==> config.mk <==
export PLATFORM = sky130hd
export DESIGN_NAME = wdog_top
export DESIGN_NICKNAME = d
export VERILOG_FILES = /design/src/rtl/wdog_pkg.sv /design/src/rtl/wdog_tick_sel.sv /design/src/rtl/wdog_counter_chain.sv /design/src/rtl/wdog_ctrl_reg.sv /design/src/rtl/wdog_top.sv
export SDC_FILE = /design/constraint.sdc
export NUM_CORES = 1
export LEC_CHECK = 0
export CORE_ASPECT_RATIO = 0.5
export CORE_MARGIN = 1
export CORE_UTILIZATION = 44
export CTS_CLUSTER_SIZE = 24
export DETAILED_ROUTE_END_ITERATION = 10
export GPL_ROUTABILITY_DRIVEN = 0
export PLACE_DENSITY = 0.78
export SLEW_MARGIN = 20
export SYNTH_ARGS = -nofsm -noshare
export SYNTH_HDL_FRONTEND = slang
export SYNTH_SLANG_ARGS = --single-unit
export TNS_END_PERCENT = 30
==> constraint.sdc <==
create_clock -name clk -period 1.6 [get_ports clk]
set_clock_uncertainty 0.15 [all_clocks]
set_input_delay 0.48 -clock clk [delete_from_list [all_inputs] [get_ports clk]]
set_output_delay 0.48 -clock clk [all_outputs]
set_load 0.1 [all_outputs]
==> src/rtl/wdog_pkg.sv <==
// Shared sizes and encodings for the watchdog.
// Assumes a single clock domain; every counting source is a one-cycle strobe.
package wdog_pkg;
    localparam int DIV_W  = 8;   // fixed divider stages (divide by 2^DIV_W)
    localparam int SEL_W  = 3;   // prescaler select field width
    localparam int REG_W  = 8;   // control register width

    typedef enum logic {
        SRC_OSC   = 1'b0,
        SRC_INSTR = 1'b1
    } wdog_src_e;
endpackage

==> src/rtl/wdog_tick_sel.sv <==
// Picks the counting source and gates it with the enable and the halt state.
// Assumes both tick inputs are synchronous one-cycle strobes.
module wdog_tick_sel
    import wdog_pkg::*;
(
    input  logic osc_tick,
    input  logic instr_tick,
    input  logic src_sel,
    input  logic enable,
    input  logic halted,
    output logic tick_out
);
    logic raw_tick;
    logic frozen;

    // choose the selected source
    always_comb begin
        raw_tick = (wdog_src_e'(src_sel) == SRC_INSTR) ? instr_tick : osc_tick;
    end

    // the instruction clock stops while halted; disabled means no counting
    always_comb begin
        frozen   = halted && (wdog_src_e'(src_sel) == SRC_INSTR);
        tick_out = raw_tick && enable && !frozen;
    end
endmodule

==> src/rtl/wdog_counter_chain.sv <==
// Fixed 2^DIV_W divider followed by a prescaler of ratio 2^sel.
// ovf is combinational and fires in the cycle the final tick is accepted.
// A clear has priority over a tick; after an overflow both stages restart at zero.
module wdog_counter_chain #(
    parameter int DIV_W = 8,
    parameter int SEL_W = 3
) (
    input  logic             clk,
    input  logic             rst_n,
    input  logic             clear,
    input  logic             tick,
    input  logic [SEL_W-1:0] sel,
    output logic             ovf
);
    localparam int PS_W = (2 ** SEL_W) - 1;

    logic [DIV_W-1:0] div_cnt;
    logic [PS_W-1:0]  ps_cnt;
    logic [PS_W-1:0]  ps_mask;
    logic             div_carry;
    logic             ps_wrap;

    // prescaler bits that take part at the selected ratio
    always_comb begin
        for (int i = 0; i < PS_W; i++) begin
            ps_mask[i] = (i < int'(sel));
        end
    end

    // carry out of each stage for the current tick
    always_comb begin
        div_carry = tick && (&div_cnt);
        ps_wrap   = ((ps_cnt & ps_mask) == ps_mask);
        ovf       = div_carry && ps_wrap && !clear;
    end

    // advance the divider and prescaler, clearing on request or overflow
    always_ff @(posedge clk) begin
        if (!rst_n || clear) begin
            div_cnt <= '0;
            ps_cnt  <= '0;
        end else if (tick) begin
            div_cnt <= div_cnt + DIV_W'(1);
            if (div_carry) begin
                ps_cnt <= ps_wrap ? '0 : ps_cnt + PS_W'(1);
            end
        end
    end

    p_wrap_zero_r10: assert property (@(posedge clk) disable iff (!rst_n)
        ovf |=> (div_cnt == '0 && ps_cnt == '0))
        else $error("count did not restart after overflow");

    p_hold_r8: assert property (@(posedge clk) disable iff (!rst_n)
        (!tick && !clear) |=> ($stable(div_cnt) && $stable(ps_cnt)))
        else $error("count moved without a tick");

    p_clear_zero_r6: assert property (@(posedge clk) disable iff (!rst_n)
        clear |=> (div_cnt == '0 && ps_cnt == '0))
        else $error("clear did not zero the count");
endmodule

==> src/rtl/wdog_ctrl_reg.sv <==
// Control/status register: low SEL_W bits pick the prescaler ratio, the rest are user flags.
// Reset value is all ones (largest ratio).
module wdog_ctrl_reg #(
    parameter int REG_W = 8,
    parameter int SEL_W = 3
) (
    input  logic             clk,
    input  logic             rst_n,
    input  logic             we,
    input  logic [REG_W-1:0] wdata,
    output logic [REG_W-1:0] rdata,
    output logic [SEL_W-1:0] sel
);
    logic [REG_W-1:0] ctrl_q;

    // store a full write; reset to all ones
    always_ff @(posedge clk) begin
        if (!rst_n) begin
            ctrl_q <= '1;
        end else if (we) begin
            ctrl_q <= wdata;
        end
    end

    assign rdata = ctrl_q;
    assign sel   = ctrl_q[SEL_W-1:0];

    p_write_r9: assert property (@(posedge clk) disable iff (!rst_n)
        we |=> (rdata == $past(wdata)))
        else $error("register write lost");
endmodule

==> src/rtl/wdog_top.sv <==
// Watchdog top: source selection, divider chain, control register,
// and the time-out reaction (chip reset vs warm reset by halt state).
// Assumes one clock domain; rst_n is the external active-low reset, sampled synchronously.
module wdog_top
    import wdog_pkg::*;
(
    input  logic             clk,
    input  logic             rst_n,
    input  logic             wd_enable,
    input  logic             src_sel,
    input  logic             osc_tick,
    input  logic             instr_tick,
    input  logic             halted,
    input  logic             clr_wdt,
    input  logic             reg_we,
    input  logic [REG_W-1:0] reg_wdata,
    output logic [REG_W-1:0] reg_rdata,
    output logic             timeout_flag,
    output logic             chip_rst_req,
    output logic             warm_rst_req
);
    logic             halt_q;
    logic             halt_entry;
    logic             sw_clear;
    logic             chain_clear;
    logic             sel_tick;
    logic             ovf;
    logic [SEL_W-1:0] ratio_sel;

    wdog_tick_sel u_tick_sel (
        .osc_tick   (osc_tick),
        .instr_tick (instr_tick),
        .src_sel    (src_sel),
        .enable     (wd_enable),
        .halted     (halted),
        .tick_out   (sel_tick)
    );

    wdog_ctrl_reg #(.REG_W(REG_W), .SEL_W(SEL_W)) u_ctrl (
        .clk   (clk),
        .rst_n (rst_n),
        .we    (reg_we),
        .wdata (reg_wdata),
        .rdata (reg_rdata),
        .sel   (ratio_sel)
    );

    wdog_counter_chain #(.DIV_W(DIV_W), .SEL_W(SEL_W)) u_chain (
        .clk   (clk),
        .rst_n (rst_n),
        .clear (chain_clear),
        .tick  (sel_tick),
        .sel   (ratio_sel),
        .ovf   (ovf)
    );

    // remember the previous halt state to find halt entry
    always_ff @(posedge clk) begin
        if (!rst_n) halt_q <= 1'b0;
        else        halt_q <= halted;
    end

    // clear sources count only while the watchdog is enabled
    always_comb begin
        halt_entry  = halted && !halt_q;
        sw_clear    = clr_wdt && wd_enable;
        chain_clear = sw_clear || (halt_entry && wd_enable);
    end

    // issue the reset request that matches the halt state
    always_ff @(posedge clk) begin
        if (!rst_n) begin
            chip_rst_req <= 1'b0;
            warm_rst_req <= 1'b0;
        end else begin
            chip_rst_req <= ovf && !halted;
            warm_rst_req <= ovf && halted;
        end
    end

    // sticky time-out flag, cleared by software clear
    always_ff @(posedge clk) begin
        if (!rst_n)                 timeout_flag <= 1'b0;
        else if (sw_clear)          timeout_flag <= 1'b0;
        else if (ovf && !halted)    timeout_flag <= 1'b1;
    end

    p_one_kind_r5: assert property (@(posedge clk) disable iff (!rst_n)
        $onehot0({chip_rst_req, warm_rst_req}))
        else $error("both reset kinds requested");

    p_chip_pulse_r4: assert property (@(posedge clk) disable iff (!rst_n)
        chip_rst_req |=> !chip_rst_req)
        else $error("chip reset request longer than one cycle");

    p_chip_sets_flag_r4: assert property (@(posedge clk) disable iff (!rst_n)
        chip_rst_req |-> timeout_flag)
        else $error("chip reset without time-out flag");

    p_warm_in_halt_r5: assert property (@(posedge clk) disable iff (!rst_n)
        warm_rst_req |-> $past(halted))
        else $error("warm reset while running");

    p_disabled_quiet_r8: assert property (@(posedge clk) disable iff (!rst_n)
        !$past(wd_enable) |-> !(chip_rst_req || warm_rst_req))
        else $error("request while disabled");

    p_no_overflow_r7: assert property (@(posedge clk) disable iff (!rst_n)
        (halted && wdog_src_e'(src_sel) == SRC_INSTR) |-> !ovf)
        else $error("overflow with frozen instruction source");

    p_flag_clear_r6: assert property (@(posedge clk) disable iff (!rst_n)
        (clr_wdt && wd_enable) |=> !timeout_flag)
        else $error("clear did not drop time-out flag");
endmodule

# After elaboration in Yosys (flattened, before gate mapping)

Cells that the tools add are included.
W data, S select, Z words.

Bits in registers: 27
Bits of input ports: 17
Output and inout port bits: 11
Word-level logic and storage cells: 42

$add $sub $neg: 2
Magnitude comparators: 7
Eq/ne operators: 1
Mux-type cells: 2
Bitwise operators: 2
Reduce and logical (&&, ||, !) cells: 21

Operator list:

| kind                  | number |
|---|---|
| $logic_and A1 B1 Y1   | 11 |
| $lt A3 B3 Y1 const A  | 3 |
| $add A8 B1 Y8 const B | 1 |
| $reduce_and A8 Y1     | 1 |
| $add A7 B1 Y7 const B | 1 |
| $and A7 B7 Y7         | 1 |
| $eq A7 B7 Y1          | 1 |
| $mux W7               | 1 |
| $lt A1 B3 Y1 const A  | 2 |
| $lt A2 B3 Y1 const A  | 2 |
| $logic_not A1 Y1      | 5 |
| $logic_or A1 B1 Y1    | 2 |
| $reduce_and A2 Y1     | 1 |
| $reduce_or A2 Y1      | 1 |
| $mux W1               | 1 |
| $not A1 Y1            | 1 |

# Longest topological paths before layout

Word-level depth: 7
Gate-level depth with buffers: 6
Gate-level depth less buffers: 5

# Modules after synthesis

From an unflattened synthesis, not the netlist that was laid out.

Cell total of the unflattened synthesis: 127
Area, all modules: 1260.0 µm²

By module, submodules not included:

| module             | instances | cells an instance | area an instance (µm²) | seq. area each (µm²) |
|---|---|---|---|---|
| wdog_counter_chain | 1         | 83                | 799.5                  | 300.3 |
| wdog_ctrl_reg      | 1         | 29                | 307.8                  | 160.2 |
| wdog_top           | 1         | 12                | 132.6                  | 80.1 |
| wdog_tick_sel      | 1         | 3                 | 20.0                   | 0.0 |

# Worst setup path before layout

No wires, ideal clock.

Path kind: register to register
Start: register u_ctrl.ctrl_q[0], in the netlist u_ctrl.rdata[0]
End: register u_chain.ps_cnt[5]
Library setup time: 0.077 ns
Arrival: 1.957 ns
Required time: 1.373 ns
Path slack: -0.583 ns
Cell stages (with the launch flop): 6
Path buffers: 1
Period minus slack after synthesis: 2.183 ns
Cells stage by stage: dfxtp_1 -> a21oi_1 -> o221ai_2 -> buf_2 -> nand3_1 -> a31oi_1

Longest elaborated chain between the ends: 4
Elaborated cells between the ends (all ways): 10
Classes of those cells: 7 x order compare; 1 x eq/ne; 1 x mux; 1 x bitwise

Ends and longest elaborated chain:

| what                                 | RTL line                 | RTL |
|---|---|---|
| start: declaration                   | wdog_ctrl_reg.sv:14      | `logic [REG_W-1:0] ctrl_q;` |
| start signal: assignment             | wdog_ctrl_reg.sv:21      | `ctrl_q <= wdata;` |
| $lt A1 B3 Y1 (tied with other cells) | wdog_counter_chain.sv:26 | `ps_mask[i] = (i < int'(sel));` |
| $and A7 B7 Y7                        | wdog_counter_chain.sv:33 | `ps_wrap = ((ps_cnt & ps_mask) == ps_mask);` |
| $eq A7 B7 Y1 *                       | wdog_counter_chain.sv:33 |  |
| $mux W7 *                            | wdog_counter_chain.sv:45 | `ps_cnt <= ps_wrap ? '0 : ps_cnt + PS_W'(1);` |
| end signal: assignment               | wdog_counter_chain.sv:45 |  |
| end: declaration                     | wdog_counter_chain.sv:18 | `logic [PS_W-1:0] ps_cnt;` |

Every way passes the cells marked *; elsewhere a longest branch is shown, timed or not.
A chain may end at the register's enable or synchronous reset.

# Worst setup path in the final report

Start: input osc_tick
End: register u_chain.div_cnt[7]

Longest elaborated chain between the ends: 3

Ends and longest elaborated chain:

| what                              | RTL line                 | RTL |
|---|---|---|
| start: declaration                | wdog_top.sv:11           | `input logic osc_tick,` |
| $mux W1                           | wdog_tick_sel.sv:18      | `raw_tick = (wdog_src_e'(src_sel) == SRC_INSTR) ? instr_tick : osc_tick;` |
| $logic_and A1 B1 Y1 (2 in series) | wdog_tick_sel.sv:24      | `tick_out = raw_tick && enable && !frozen;` |
| end signal: assignment            | wdog_counter_chain.sv:43 | `div_cnt <= div_cnt + DIV_W'(1);` |
| end: declaration                  | wdog_counter_chain.sv:17 | `logic [DIV_W-1:0] div_cnt;` |

Every way passes these cells.

==> impl_metrics.toml <==
[synthesis]
synthTopCellsByArea = "dfxtp_1, mux2i_1, nand2_1"
syn_avg_cell_area_um2 = 8.732
ys_warn_count = 0
synth_mux_area_share_pct = 7.369
syn_nets = 159
yosysSeqAreaShare_pct = 44.22
synth_compound_gate_area_share_pct = 13.10
netlist_area_um2 = 1222
synth_top_family_by_area = "simple AND/OR/NAND/NOR gates"
synthAdderAreaFrac_pct = 2.047
yosysUniqueCellTypes = 35
synth_xor_area_share_pct = 3.582
yosys.area.top_type_share_pct = 44.22
synth-edff-count = 0
yosys_register_bits = 27
synth_top_cell_by_area = "dfxtp_1"
synth-simple-area-share_pct = 24.97
synth_flop_cell = "dfxtp_1"
synthCells = 140
async_reset_ff_share_pct = 0

[timing]
finalSetupViolCount = 11
tightest_slew_ps = 404.9
setup_ws_ps = -45.33
rsz0062_at_grt = "true"
hold_ws_ps = 368.0
max_freq_ghz = 0.6078
fin_crit_ps = 1645
slew_headroom_pct = 72.89
maxSlewViolCount = 0
hold_viol_final = 0
post-route-period-util_pct = 102.8

[outcome]
run_status = "complete, but fails checks"
violations = "DRC, setup timing"

[final_layout]
nets = 214
final_common_cell = "buf_4"
drive_gt1_share_pct = 37.63
seq_area_um2 = 561.8
fin_area_um2 = 1978
layout.cells.non_filler = 231
area_growth_pct = 61.82
antennaDiodeCount = 0
final_cell_mix = "buf_4, nand2_1, dfxtp_1"
nFillCells = 157
multiInputGateArea_um2 = 714.4

[drt]
wirelength_mm = 3.357
route.detailed.drc = 1
drtIter0Drc = 95
routed_via_density = 5.368
vias = 1240
wl_per_cell_um = 14.53
detail-route-antenna-nets = 0
drt_first_pass_iters = 7

[worst_setup_path]
start_kind = "input pin"
path_class = "in -> reg"
critPathMaxFanout = 4
endpoint_kind = "flop"
arrival_ps = 1660
cp.required_ps = 1620

[min_path]
hp-class = "reg -> reg"

[grt]
track_usage_pct = 21.30
antenna_found_initial = 0
grt_pass1_vias = 1065
use_met1_pct = 23.26
grt_pass1_wl_mm = 4.809
globalRouteMet3Util_pct = 3.721
grt-ovfl-total = 0
grt_start_max_net_pins = 15
grt_busiest_layer = "met2"
gr-usage-met2_pct = 45.05

[floorplanning]
die_area_um2 = 3006
die_y_um = 39.27
core_um2 = 2619
rows = 13
ios = 28
start_util_pct = 46.68
fp.dieW_um = 76.54

[power_and_ir_drop]
power.leakage_uw = 0.0007755
p_per_area_nw_per_um2 = 678.8
vdd_drop_max_mv = 0.4643

[placement]
dp_cells = 222
place_area_um2 = 1813
io_buffer_count = 27
dp_hpwl_mm = 2.169

[clock_network]
clock_sink_count = 27
clk_pin_slew_ps = 90
clockRootBuffer = "clkbuf_8"
hold_buffers = 0
insertion_delay_ps = 270
htree_levels = 1
clock_path_buffers = 2
tritoncts = "built"
cts_buffers = 3

[run]
drv_cap = 0
## worst max-delay path, stage by stage
cell	delay, ps
dlygate4sd2_1	250
nor2b_4	210
o211ai_1	210
nor3_1	300
xnor2_1	160
nor2_1	50
## kinds of logic after synthesis
kind of cell | Yosys count
XOR/XNOR | 5
buffers and inverters | 13
AO/OA/AOI/OAI | 23
multiplexers | 9
adder cells (fa/ha/maj) | 2
AND/OR/NAND/NOR | 61
flip-flops | 27
## worst paths after layout
| kind | depth (start not counted) | to | startpoint | slack (ps) |
|---|---|---|---|---|
| worst max register to register | 5 | u_chain.ps_cnt[6]$_SDFFE_PP0P_ | u_chain.div_cnt[4]$_SDFFE_PP0P_ | -10 |
| worst max-delay path | 6 | u_chain.div_cnt[7]$_SDFFE_PP0P_ | osc_tick | -50 |
| worst min register to register | 2 | u_chain.ps_cnt[5]$_SDFFE_PP0P_ | u_chain.ps_cnt[5]$_SDFFE_PP0P_ | 370 |
| worst min-delay path | 2 | u_chain.ps_cnt[5]$_SDFFE_PP0P_ | u_chain.ps_cnt[5]$_SDFFE_PP0P_ | 370 |
## through the flow
step                      setup TNS, ps  power [uW]  worst slack [ps]  util, %
after floorplan                  -694.3       845.3            -135.2        -
after global routing             -697.6        1395            -74.85    75.54
after global placement            -9161       966.9            -656.4    69.23
after CTS                        -41.81        1338            -41.81    73.24
after detailed placement          -9804       971.5            -688.0    69.23
final                            -288.5        1343            -45.33    75.54
## power by group
group | internal (uW) | switching (uW) | leakage, uW | total [uW]
Combinational | 112 | 147 | 0.000529 | 259
Sequential | 685 | 17.0 | 0.000224 | 702
Clock | 178 | 204 | 0.0000228 | 382
## routing by layer
layer  routed length (um)  vias up
met5                    0        -
li1                     -      602
met2                 1689       48
met4                   99        0
met1                 1422      576
met3                  145       14
## area by class of cell
class                      count  share of cell area [%]
timing repair buffer          54                   29.35
inverter                       8                   1.518
sequential                    27                   28.40
clock buffer                   4                   2.277
tap                           37                   2.340
multi-input combinational    101                   36.12
## sequential cells by signal (all words and copies together) (netlist names)
name             count
u_chain.div_cnt      8
warm_rst_req         1
halt_q               1
timeout_flag         1
u_ctrl.rdata         8
u_chain.ps_cnt       7
chip_rst_req         1
## timing repair
item	4_1_cts	5_1_grt
setup endpoints to repair	17	15
setup buffers	3	1
resized for setup	22	17
pin swaps	12	11
gates cloned	1	0
## cell usage after synthesis, types with 3 or more instances
master / n
xnor2_1: 4
a31oi_1: 4
mux2i_1: 9
nor2_1: 11
clkbuf_1: 3
nand2_1: 20
dfxtp_1: 27
a21oi_1: 8
or3_1: 3
o211ai_1: 3
nand3_1: 10
inv_1: 8
Note: power is estimated with default switching activity, not from simulation.
